**config.mk**
```make
export PLATFORM = sky130hd
export DESIGN_NAME = wpc_guard
export DESIGN_NICKNAME = d
export VERILOG_FILES = /design/src/rtl/wpc_pkg.sv /design/src/rtl/wpc_range_dec.sv /design/src/rtl/wpc_status_reg.sv /design/src/rtl/wpc_guard.sv
export SDC_FILE = /design/constraint.sdc
export NUM_CORES = 1
export LEC_CHECK = 0
export ABC_CLOCK_PERIOD_IN_PS = 2180
export BUFFER_PORTS_ARGS = -buffer_cell sky130_fd_sc_hd__buf_2
export CAP_MARGIN = 5
export CORE_AREA = 4 4 41 43
export CTS_CLUSTER_SIZE = 24
export DETAILED_ROUTE_END_ITERATION = 12
export DIE_AREA = 0 0 45 47
export PLACE_DENSITY = 0.65
export SETUP_SLACK_MARGIN = 0.2
export SYNTH_ARGS = -nofsm -noshare
export SYNTH_HDL_FRONTEND = slang
export SYNTH_HIERARCHICAL = 1
export SYNTH_SLANG_ARGS = --single-unit
```
**constraint.sdc**
```tcl
create_clock -name clk -period 2.18 [get_ports clk]
set_clock_uncertainty 0.2 [all_clocks]
set_input_delay 0.109 -clock clk [delete_from_list [all_inputs] [get_ports clk]]
set_output_delay 0.109 -clock clk [all_outputs]
set_load 0.005 [all_outputs]
```
**src/rtl/wpc_pkg.sv**
```systemverilog
// Package: shared bit positions and command codes of the protection status register.
// Assumes an 8-bit register; positions are fixed because the bus layer decodes them.
package wpc_pkg;
    localparam int REG_W     = 8;
    localparam int WEL_BIT   = 1;
    localparam int BP_LO     = 3;
    localparam int BP_HI     = 4;
    localparam int PROG_BIT  = 6;
    localparam int PE_BIT    = 7;
    localparam logic [REG_W-1:0] CODE_LATCH_SET = 8'h02;
    localparam logic [REG_W-1:0] CODE_LATCH_CLR = 8'h00;
endpackage

```
**src/rtl/wpc_range_dec.sv**
```systemverilog
// Module: wpc_range_dec
// Maps the two-bit block-protect code to a protected top share of the array
// (none, quarter, half, all) and flags whether an address falls inside it.
// Assumes ADDR_W >= 2 so that a quarter of the array is a whole number of bytes.
module wpc_range_dec #(
    parameter int ADDR_W = 13
) (
    input  logic [1:0]        bp_i,
    input  logic [ADDR_W-1:0] addr_i,
    output logic              prot_o
);
    localparam int SPAN_W = ADDR_W + 1;
    localparam logic [SPAN_W-1:0] DEPTH = SPAN_W'(1) << ADDR_W;
    localparam logic [SPAN_W-1:0] QTR   = DEPTH >> 2;

    logic [SPAN_W-1:0] floor_q [4];

    // Lowest protected address per code; code 3 covers four quarters.
    for (genvar g = 0; g < 4; g++) begin : g_floor
        localparam int SHARE = (g == 3) ? 4 : g;
        assign floor_q[g] = DEPTH - SPAN_W'(SHARE) * QTR;
    end

    // Address is protected when at or above the selected floor.
    assign prot_o = ({1'b0, addr_i} >= floor_q[bp_i]);
endmodule

```
**src/rtl/wpc_status_reg.sv**
```systemverilog
// Module: wpc_status_reg
// Holds the enable latch, block-protect field and protect-enable bit, and
// interprets register writes as latch-set, latch-clear or program commands.
// Assumes at most one register write per cycle, presented on wr_en_i.
module wpc_status_reg
    import wpc_pkg::*;
(
    input  logic             clk,
    input  logic             rst_n,
    input  logic             wr_en_i,
    input  logic [REG_W-1:0] data_i,
    input  logic             wp_pin_i,
    output logic             wel_o,
    output logic [1:0]       bp_o,
    output logic             pe_o,
    output logic             locked_o
);
    logic is_prog;
    logic prog_ok;

    // Register is frozen only when the pin backs up protect-enable.
    assign locked_o = pe_o & wp_pin_i;
    assign is_prog  = data_i[PROG_BIT];
    assign prog_ok  = wel_o & ~locked_o;

    // Apply one command per register write.
    always_ff @(posedge clk) begin
        if (!rst_n) begin
            wel_o <= 1'b0;
            bp_o  <= 2'b00;
            pe_o  <= 1'b0;
        end else if (wr_en_i) begin
            if (is_prog) begin
                if (prog_ok) begin
                    bp_o <= data_i[BP_HI:BP_LO];
                    pe_o <= data_i[PE_BIT];
                end
            end else if (data_i == CODE_LATCH_SET) begin
                wel_o <= 1'b1;
            end else if (data_i == CODE_LATCH_CLR) begin
                wel_o <= 1'b0;
            end
        end
    end
endmodule

```
**src/rtl/wpc_guard.sv**
```systemverilog
// Module: wpc_guard (top)
// Decides whether an array write may be committed and owns the protection
// status register. Assumes the bus layer turns an access to the highest
// address into req_reg and drops array writes when arr_wr_ok is low.
module wpc_guard
    import wpc_pkg::*;
#(
    parameter int ADDR_W = 13
) (
    input  logic              clk,
    input  logic              rst_n,
    input  logic              req_valid,
    input  logic              req_reg,
    input  logic [ADDR_W-1:0] req_addr,
    input  logic [REG_W-1:0]  req_data,
    input  logic              wp_pin,
    output logic              arr_wr_ok,
    output logic [REG_W-1:0]  prot_reg,
    output logic              reg_locked
);
    logic       wel;
    logic [1:0] bp;
    logic       pe;
    logic       in_prot;

    wpc_status_reg u_status (
        .clk      (clk),
        .rst_n    (rst_n),
        .wr_en_i  (req_valid & req_reg),
        .data_i   (req_data),
        .wp_pin_i (wp_pin),
        .wel_o    (wel),
        .bp_o     (bp),
        .pe_o     (pe),
        .locked_o (reg_locked)
    );

    wpc_range_dec #(.ADDR_W(ADDR_W)) u_range (
        .bp_i   (bp),
        .addr_i (req_addr),
        .prot_o (in_prot)
    );

    // Array write allowed only with the latch set and outside the blocked share.
    assign arr_wr_ok = req_valid & ~req_reg & wel & ~in_prot;

    // Assemble the read view; unused positions read zero.
    always_comb begin
        prot_reg                = '0;
        prot_reg[WEL_BIT]       = wel;
        prot_reg[BP_HI:BP_LO]   = bp;
        prot_reg[PE_BIT]        = pe;
    end
endmodule

```
==> results of run 1 <==
flip-flops by register name, summed over array words and instances, names as in the netlist:
name and count:
u_status/bp_o 2, u_status/pe_o 1, u_status/wel_o 1
power groups by stage:
| stage | clock network [µW] | logic (µW) | registers (µW) |
|---|---|---|---|
| 2_1_floorplan | 0 | 18.1 | 74.8 |
| 5_1_grt | 98.1 | 62.6 | 73.5 |
| 3_3_place_gp | 0 | 40.3 | 74.8 |
| 3_5_place_dp | 0 | 40.9 | 74.8 |
| 6_report | 94.5 | 56.7 | 73.5 |
| 4_1_cts | 98.7 | 55.5 | 73.5 |
cells in the mapped netlist (all sizes together):
cell	count
nand2	7
buf	6
inv	5
dfxtp	4
ha	4
a21oi	3
mux2i	3
and2	2
nor2	2
nor4	2
nor4b	2
a41o	1
and4bb	1
clkbuf	1
conb	1
nand3	1
nand4	1
nor3b	1
worst reg2reg max path: cells and delay by family, from the launching register on:
| kind | cells | cell delay (ns) |
|---|---|---|
| flops | 1 | 0.31 |
| mux | 1 | 0.22 |
| simple gates | 2 | 0.38 |
timing repair:
item,CTS,global route
pin swaps,5,1
endpoints found under the setup margin,1,1
resized for setup,8,2
hold buffers,8,0
setup buffers,2,0
endpoints found under the hold margin,4,0
layout by cell type (no fill, tap or decap), types with 2 or more instances in the layout:
| cell type | instances |
|---|---|
| sky130_fd_sc_hd__a21oi_1 | 2 |
| sky130_fd_sc_hd__buf_2 | 31 |
| sky130_fd_sc_hd__buf_4 | 2 |
| sky130_fd_sc_hd__clkbuf_4 | 3 |
| sky130_fd_sc_hd__conb_1 | 4 |
| sky130_fd_sc_hd__dfxtp_1 | 2 |
| sky130_fd_sc_hd__dfxtp_2 | 2 |
| sky130_fd_sc_hd__dlygate4sd3_1 | 8 |
| sky130_fd_sc_hd__ha_1 | 2 |
| sky130_fd_sc_hd__ha_4 | 2 |
| sky130_fd_sc_hd__inv_1 | 2 |
| sky130_fd_sc_hd__inv_2 | 3 |
| sky130_fd_sc_hd__mux2i_1 | 3 |
| sky130_fd_sc_hd__nand2_1 | 7 |
| sky130_fd_sc_hd__nor4b_4 | 2 |
worst paths after layout:
| path | from | to | slack, ns | cells past startpoint |
|---|---|---|---|---|
| min reg2reg | u_status/pe_o | u_status/pe_o | 0.28 | 2 |
| max reg2reg | u_status/pe_o | u_status/bp_o[1] | 0.99 | 3 |
| max | u_status/bp_o[0] | arr_wr_ok | -0.08 | 9 |
| min | req_data[2] | u_status/wel_o | 0.07 | 4 |
cell families (layout without fill, tap and decap cells):
logic type               Yosys count  after routing  share of synthesized area [%]
adder cells (fa/ha/maj)            4              4                          12.38
AO/OA/AOI/OAI                      4              4                          6.191
buffers and inverters             12             49                          16.72
flip-flops                         4              4                          19.82
other                              1              4                         0.9279
multiplexers                       3              3                          7.431
AND/OR/NAND/NOR                   19             19                          36.53
metal layers:
| layer | global-route usage (%) | up-vias |
|---|---|---|
| met5 | 0 | - |
| met4 | 5.263 | 0 |
| met3 | 2.682 | 0 |
| met2 | 20.34 | 29 |
| met1 | 12.47 | 203 |
| li1 | - | 231 |
layout make-up:
| type | count | area [µm²] | area share, % |
|---|---|---|---|
| Clock buffer | 3 | 22.52 | 3.203 |
| Inverter | 5 | 18.77 | 2.669 |
| Multi-Input combinational cell | 34 | 310.3 | 44.13 |
| Sequential cell | 4 | 82.58 | 11.74 |
| Tap cell | 15 | 18.77 | 2.669 |
| Timing Repair Buffer | 41 | 250.2 | 35.59 |
through the flow:
stage / setup TNS (ns) / worst slack (ns) / power, µW
5_1_grt: -0.1784 / -0.1784 / 234.3
3_3_place_gp: 0 / 0.09272 / 115.0
2_1_floorplan: 0 / 0.2672 / 92.84
6_report: -0.08225 / -0.08225 / 224.7
4_1_cts: -0.08793 / -0.08793 / 227.7
3_5_place_dp: 0 / 0.02578 / 115.7
==> impl_summary.txt, run 1 <==
----------------------------------------------------
[Run status]
  Result of the run ... finished, violations left
  Failing checks ... negative setup slack

[Run]
  Max Cap Violations ... 0

[Worst setup path]
  Worst path required time ... 1.87 ns
  Slowest stage cell on the critical path ... sky130_fd_sc_hd__dfxtp_2
  Setup Crit Path Kind ... reg2out
  Maximum fanout encountered on the critical timing path ... 2
  Family of cells with the greatest summed delay on the critical path ... simple AND/OR/NAND/NOR gates
  Launching element type of the critical path ... flop
  Stage delay of the slowest cell on the critical path ... 0.33 ns
  Arrival time at the worst endpoint ... between 1.5 and 2 ns
  Sum of buffers and inverters on the critical path ... 3
  Setup crit end kind ... output port
  Critical-path cell list ... inv_2 -> ha_4 -> inv_2 -> ha_4 -> nor4b_4 -> nand4_1 -> a21oi_2 -> and4bb_2 -> buf_2

[Cells and area]
  Number of standard cells in the final layout excluding fillers ... slightly above 100
  Fill cell count ... 136
  Area growth from synthesis to layout ... 73.99%
  Fraction of final layout cells sized beyond drive strength 1 ... 58.62%
  Core Util, Final ... a little over half
  Number of nets in the final layout ... between 100 and 150
  Antenna diode instance count ... 0
  Post-Layout Inst Area ... between 700 and 800 µm²

[STA]
  Peak Freq ... 0.4420 GHz
  RSZ-0062 raised after global routing ... true
  Final cycle utilization of the critical path ... 103.8%
  Worst path setup slack after routing ... -0.08225 ns
  # setup viols final ... 1
  Final period demand of the worst path ... about 2.3 ns
  Final count of pins violating max slew ... 0
  Final-layout worst hold slack ... a little under 0.07 ns
  Final count of hold timing violations ... 0

[Clock network]
  Maximum root-to-sink buffer count ... 2
  Root buf cell ... sky130_fd_sc_hd__clkbuf_4
  CTS H-tree lvls ... 1
  Worst-path clk slew ... ~0.04 ns
  Later-pin clock latency in the skew report ... 0.24 ns
  Number of sinks on the clock net ... 4
  Clock buffer count from CTS ... 3
  Clock tree from TritonCTS ... done

[Floorplanning]
  DIE HEIGHT ... about 47 µm
  Total number of placement rows ... 13
  Area of the core region ... 1301 µm²
  Number of placed I/O pins ... 36
  Die width ... 45 µm
  Die Area ... about 2100 µm²
  Starting density of the core ... 31.06%

[Pwr]
  Clock network power share ... 42.1%
  Switching part of the total power ... about 25%
  Switch Pwr ... approximately 56 µW
  Peak VDD IR ... 0.1984 mV
  Seq pwr share ... roughly a third
  Power density over the cells ... 319.5 nW/µm²
  Comb power frac ... approximately 25%
  Int Pwr ... approximately 170 µW
  Leakage power ... between 0.0003 and 0.0004 µW

[Drt]
  Wire length the detailed router placed on met1 ... ~460 µm
  Via count ... 463
  WL/cell ... 11.50 µm
  Via density ... between 4 and 5
  Final wirelength ... 1.173 mm
  # DRC ... 0
  Iter 0 DRT Violations ... 1
  DRT Pass-1 Iters ... 4
  Detailed route wirelength on metal2 ... approximately 560 µm
  DRT antenna net count ... 0
  Highest metal layer with signal wires ... met3
  WL met3 ... approximately 150 µm

[Placement]
  Placer's final routability congestion estimate ... around 0.70
  Count of buffers inserted at the top-level ports ... 31
  Placed Cells ... 89
  Detailed placement HPWL ... 822.6 µm
  DP Area ... 540.5 µm²

[Global route]
  Antenna violations before repair ... 0
  Via count of the first global-routing pass ... 464
  Global routing usage summed across all routing layers ... a little under an eighth
  Largest net degree at the start of global routing ... 9
  Wire length of the first global-routing pass ... approximately 1.7 mm
  Total global routing overflow ... 0

[Synth]
  Dominant cells by area after synthesis ... sky130_fd_sc_hd__dfxtp_1 (20%), sky130_fd_sc_hd__ha_1 (12%), sky130_fd_sc_hd__buf_4 (11%)
  Seq/Total Area, Yosys ... approximately 20%
  Synth Cell Area ... around 400 µm²
  Netlist cell types ... 22
  Post-synthesis register bit count ... 4
  Synth top area share ... about a fifth
  Synth warnings ... 6
  Post-synthesis instance total ... between 40 and 50
  Post-synth top area cell ... sky130_fd_sc_hd__dfxtp_1
  Mapped Avg Cell Area ... 8.599 µm²

[Worst hold path]
  Worst hold path type ... in2reg

----------------------------------------------------
Note: power is estimated with default switching activity, not from simulation.
==> run 2: changes to the inputs <==
Settings changed: PLACE_DENSITY 0.65 to 0.62, SYNTH_HIERARCHICAL 1 to unset.
==> impl_summary.txt, run 2 <==
----------------------------------------------------
[Clock network]
  Clock buffer count from CTS ... 3 (unchanged)
  Worst-path clk slew ... 0.04 ns (about the same)
  Clock tree from TritonCTS ... done
  CTS H-tree lvls ... 1 (unchanged)
  Maximum root-to-sink buffer count ... 2 (unchanged)
  Later-pin clock latency in the skew report ... 0.24 ns (about the same)
  Number of sinks on the clock net ... 4 (unchanged)
  Root buf cell ... sky130_fd_sc_hd__clkbuf_4

[Synth]
  Synth warnings ... 0 (-6)
  Post-Synth Simple-Gate Area ... 26.71% (-9.8 points)
  Largest family of logic cells by synthesized area ... simple AND/OR/NAND/NOR gates
  Parity-gate share of the synthesized area counting xor and xnor cells ... 0% (unchanged)
  Most instantiated library cell after synthesis ... sky130_fd_sc_hd__inv_1
  Multiplexer fraction of the synthesized cell area ... 2.740% (-4.7 points)
  Synth top area share ... 21.92% (+2.1 points)
  Dominant register cell in the synthesized netlist ... sky130_fd_sc_hd__dfxtp_1
  Seq/Total Area, Yosys ... 21.92% (+2.1 points)
  Synth Cell Area ... 365.4 µm² (-9.6%)
  Dominant cells by area after synthesis ... sky130_fd_sc_hd__dfxtp_1 (22%), sky130_fd_sc_hd__ha_1 (14%), sky130_fd_sc_hd__buf_4 (12%)
  Share of async-settable or async-resettable flops after synthesis ... 0% (unchanged)
  Mapped Avg Cell Area ... 7.611 µm² (-11%)
  Compound-cell area share of the yosys netlist ... 14.38% (+8.2 points)
  Top cell types by occurrence after synthesis ... sky130_fd_sc_hd__inv_1 (7), sky130_fd_sc_hd__buf_4 (6)
  Adder and majority cell fraction of the synthesized area ... 13.70% (+1.3 points)
  Post-synthesis instance total ... 48 (+2.1%)
  Post-synthesis register bit count ... 4 (unchanged)
  Post-synth EDFFs ... 0 (unchanged)
  Post-synth top area cell ... sky130_fd_sc_hd__dfxtp_1
  Netlist cell types ... 21 (-4.5%)

[Pwr]
  Int Pwr ... 166.1 µW (-1.8%)
  Switching part of the total power ... 23.94% (-0.79 points)
  Leakage power ... 0.0003609 µW (+6.9%)
  Power density over the cells ... 312.3 nW/µm² (-2.3%)
  Seq pwr share ... 33.7% (+1.0 points)
  Clock network power share ... 44.6% (+2.5 points)
  Switch Pwr ... 52.30 µW (-5.9%)
  Comb power frac ... 21.7% (-3.5 points)
  Peak VDD IR ... 0.1264 mV (-36%)
  Total power ... 218.4 µW (-2.8%)

[Worst setup path]
  Arrival time at the worst endpoint ... 1.87 ns (-0.08 ns)
  Stage delay of the slowest cell on the critical path ... 0.44 ns (+0.11 ns)
  Launching element type of the critical path ... flop
  Setup Crit Path Kind ... reg2out
  Sum of buffers and inverters on the critical path ... 2 (-1)
  Most used cell, CP ... sky130_fd_sc_hd__ha_4
  Critical-path cell list ... inv_2 -> ha_4 -> ha_4 -> or4b_4 -> o31ai_2 -> a31oi_1 -> buf_2
  Family of cells with the greatest summed delay on the critical path ... simple AND/OR/NAND/NOR gates
  Maximum fanout encountered on the critical timing path ... 2 (unchanged)
  Setup crit end kind ... output port
  Worst path required time ... 1.87 ns (about the same)
  Slowest stage cell on the critical path ... sky130_fd_sc_hd__or4b_4

[Run status]
  Result of the run ... finished, violations left
  Failing checks ... negative setup slack

[Placement]
  Placed Cells ... 91 (+2.2%)
  Setup WS pre-CTS ... 0.1469 ns (+0.1211 ns)
  Detailed placement HPWL ... 830.2 µm (+0.92%)
  Placer's final routability congestion estimate ... 0.7880 (+13%)
  Count of buffers inserted at the top-level ports ... 31 (unchanged)

[STA]
  # setup viols final ... 1 (unchanged)
  Final count of hold timing violations ... 0 (unchanged)
  Final period demand of the worst path ... 2.181 ns (-0.08079 ns)
  Final cycle utilization of the critical path ... 100.1% (-3.7 points)
  RSZ-0062 raised after global routing ... true
  Final count of pins violating max slew ... 0 (unchanged)
  Final total negative setup slack ... -0.001458 ns (+0.08079 ns)
  Peak Freq ... 0.4584 GHz (+3.7%)
  Worst path setup slack after routing ... -0.001458 ns (+0.08079 ns)

[Global route]
  Largest net degree at the start of global routing ... 6 (-3)
  Via count of the first global-routing pass ... 428 (-7.8%)
  Total global routing overflow ... 0 (unchanged)
  Antenna violations before repair ... 0 (unchanged)
  Wire length of the first global-routing pass ... 1.676 mm (-4.0%)
  Global routing usage summed across all routing layers ... 11.30% (+0.018 points)

[Cells and area]
  Antenna diode instance count ... 0 (unchanged)
  Core Util, Final ... 53.75% (-0.29 points)
  Most frequent standard cell in the layout excluding fill and tap cells ... sky130_fd_sc_hd__buf_2
  Commonest non-fill, non-tap cells in the layout ... sky130_fd_sc_hd__buf_2 (31), sky130_fd_sc_hd__dlygate4sd3_1 (12), sky130_fd_sc_hd__inv_1 (6)
  Number of nets in the final layout ... 125 (+5.0%)
  Fraction of final layout cells sized beyond drive strength 1 ... 47.31% (-11 points)
  Number of standard cells in the final layout excluding fillers ... 108 (+5.9%)
  Reg with most FFs ... u_status.bp_o
  Largest registers ranked by flip-flop count ... u_status.bp_o (2), u_status.pe_o (1), u_status.wel_o (1)
  Area growth from synthesis to layout ... 91.44%
  Flip-flop count of the largest register after layout ... 2 (unchanged)

[Floorplanning]
  Die Area ... 2115 µm² (unchanged)
  Starting density of the core ... 28.08% (-3.0 points)
  Area of the core region ... 1301 µm² (unchanged)
  Number of placed I/O pins ... 36 (unchanged)
  Die width ... 45 µm (unchanged)
  Total number of placement rows ... 13 (unchanged)
  DIE HEIGHT ... 47 µm (unchanged)

[Drt]
  Iter 0 DRT Violations ... 7 (+6)
  DRT antenna net count ... 0 (unchanged)
  WL/cell ... 10.76 µm (-6.4%)
  Final wirelength ... 1.162 mm (-0.94%)
  Via count ... 480 (+3.7%)
  Via density ... 4.444 (-2.1%)
  DRT Pass-1 Iters ... 4 (unchanged)
  # DRC ... 0 (unchanged)

[Run]
  Max Cap Violations ... 0 (unchanged)

[Worst hold path]
  Worst hold path type ... in2reg

----------------------------------------------------
run 2: cell types whose count changed in the layout (fill, tap and decap cells not counted), sizes merged, moves of 2 or more:
cell         previous run  this run
dlygate4sd3             8        12
or4                     0         2
mux2i                   3         1
nand3                   1         4
nor4b                   2         0
inv                     5         7
o21ai                   0         3
nor4                    2         0
nand2                   7         4
and2                    2         0
run 2: area by class of cell:
cell class	instances	area (µm²)
well taps	15	18.77
repair buffers	45	290.3
multi-input cells	34	259.0
inverters	7	26.28
fillers	134	601.8
clock buffers	3	22.52
flip-flops and latches	4	82.58
run 2: per-stage QoR:
step / hold WS, ns / cell area (µm²)
floorplan: 0.04781 / 376.6
global placement: 0.1696 / 505.5
detailed placement: 0.1645 / 505.5
CTS: 0.02209 / 690.7
global route: 0.05380 / 699.4
finish: 0.02572 / 699.4
run 2: worst paths after layout:
check,from,end,slack [ns],cells past startpoint
worst min-delay path,req_data[6],u_status.wel_o,0.03,4
worst max register to register,u_status.wel_o,u_status.bp_o[0],0.52,4
worst min register to register,u_status.wel_o,u_status.wel_o,0.32,2
worst max-delay path,u_status.bp_o[1],arr_wr_ok,-0.001,7
run 2: tightest hold or removal path: stages:
cell and delay [ns]:
sky130_fd_sc_hd__buf_2 0.09, sky130_fd_sc_hd__nor4bb_1 0.05, sky130_fd_sc_hd__nand3_1 0.09, sky130_fd_sc_hd__mux2i_1 0.07
run 2: logic make-up after synthesis:
| family | Yosys count |
|---|---|
| simple gates | 16 |
| flops | 4 |
| mux | 1 |
| buf+inv | 13 |
| compound gates | 9 |
| other cells | 1 |
| fa+ha+maj | 4 |
run 2: what timing repair did:
item	CTS	global route
setup buffers	2	0
endpoints found under the hold margin	4	0
pin swaps	2	1
setup endpoints to repair	1	1
resized for setup	6	2
hold buffers	12	0
run 2: layer usage:
metal  global-route usage (%)  vias up  routed length (µm)
met3                    2.299        0                 156
met5                        0        -                   0
li1                         -      250                   -
met1                    11.62      200                 446
met2                    20.90       30                 559
met4                    7.018        0                   0
run 2: power groups by stage:
stage | registers [µW] | logic [µW] | clock network (µW)
6_report | 73.5 | 47.5 | 97.5
5_1_grt | 73.4 | 53.1 | 106
4_1_cts | 73.5 | 45.7 | 99.9
3_5_place_dp | 74.8 | 32.5 | 0
3_3_place_gp | 74.8 | 31.8 | 0
2_1_floorplan | 74.8 | 12.8 | 0
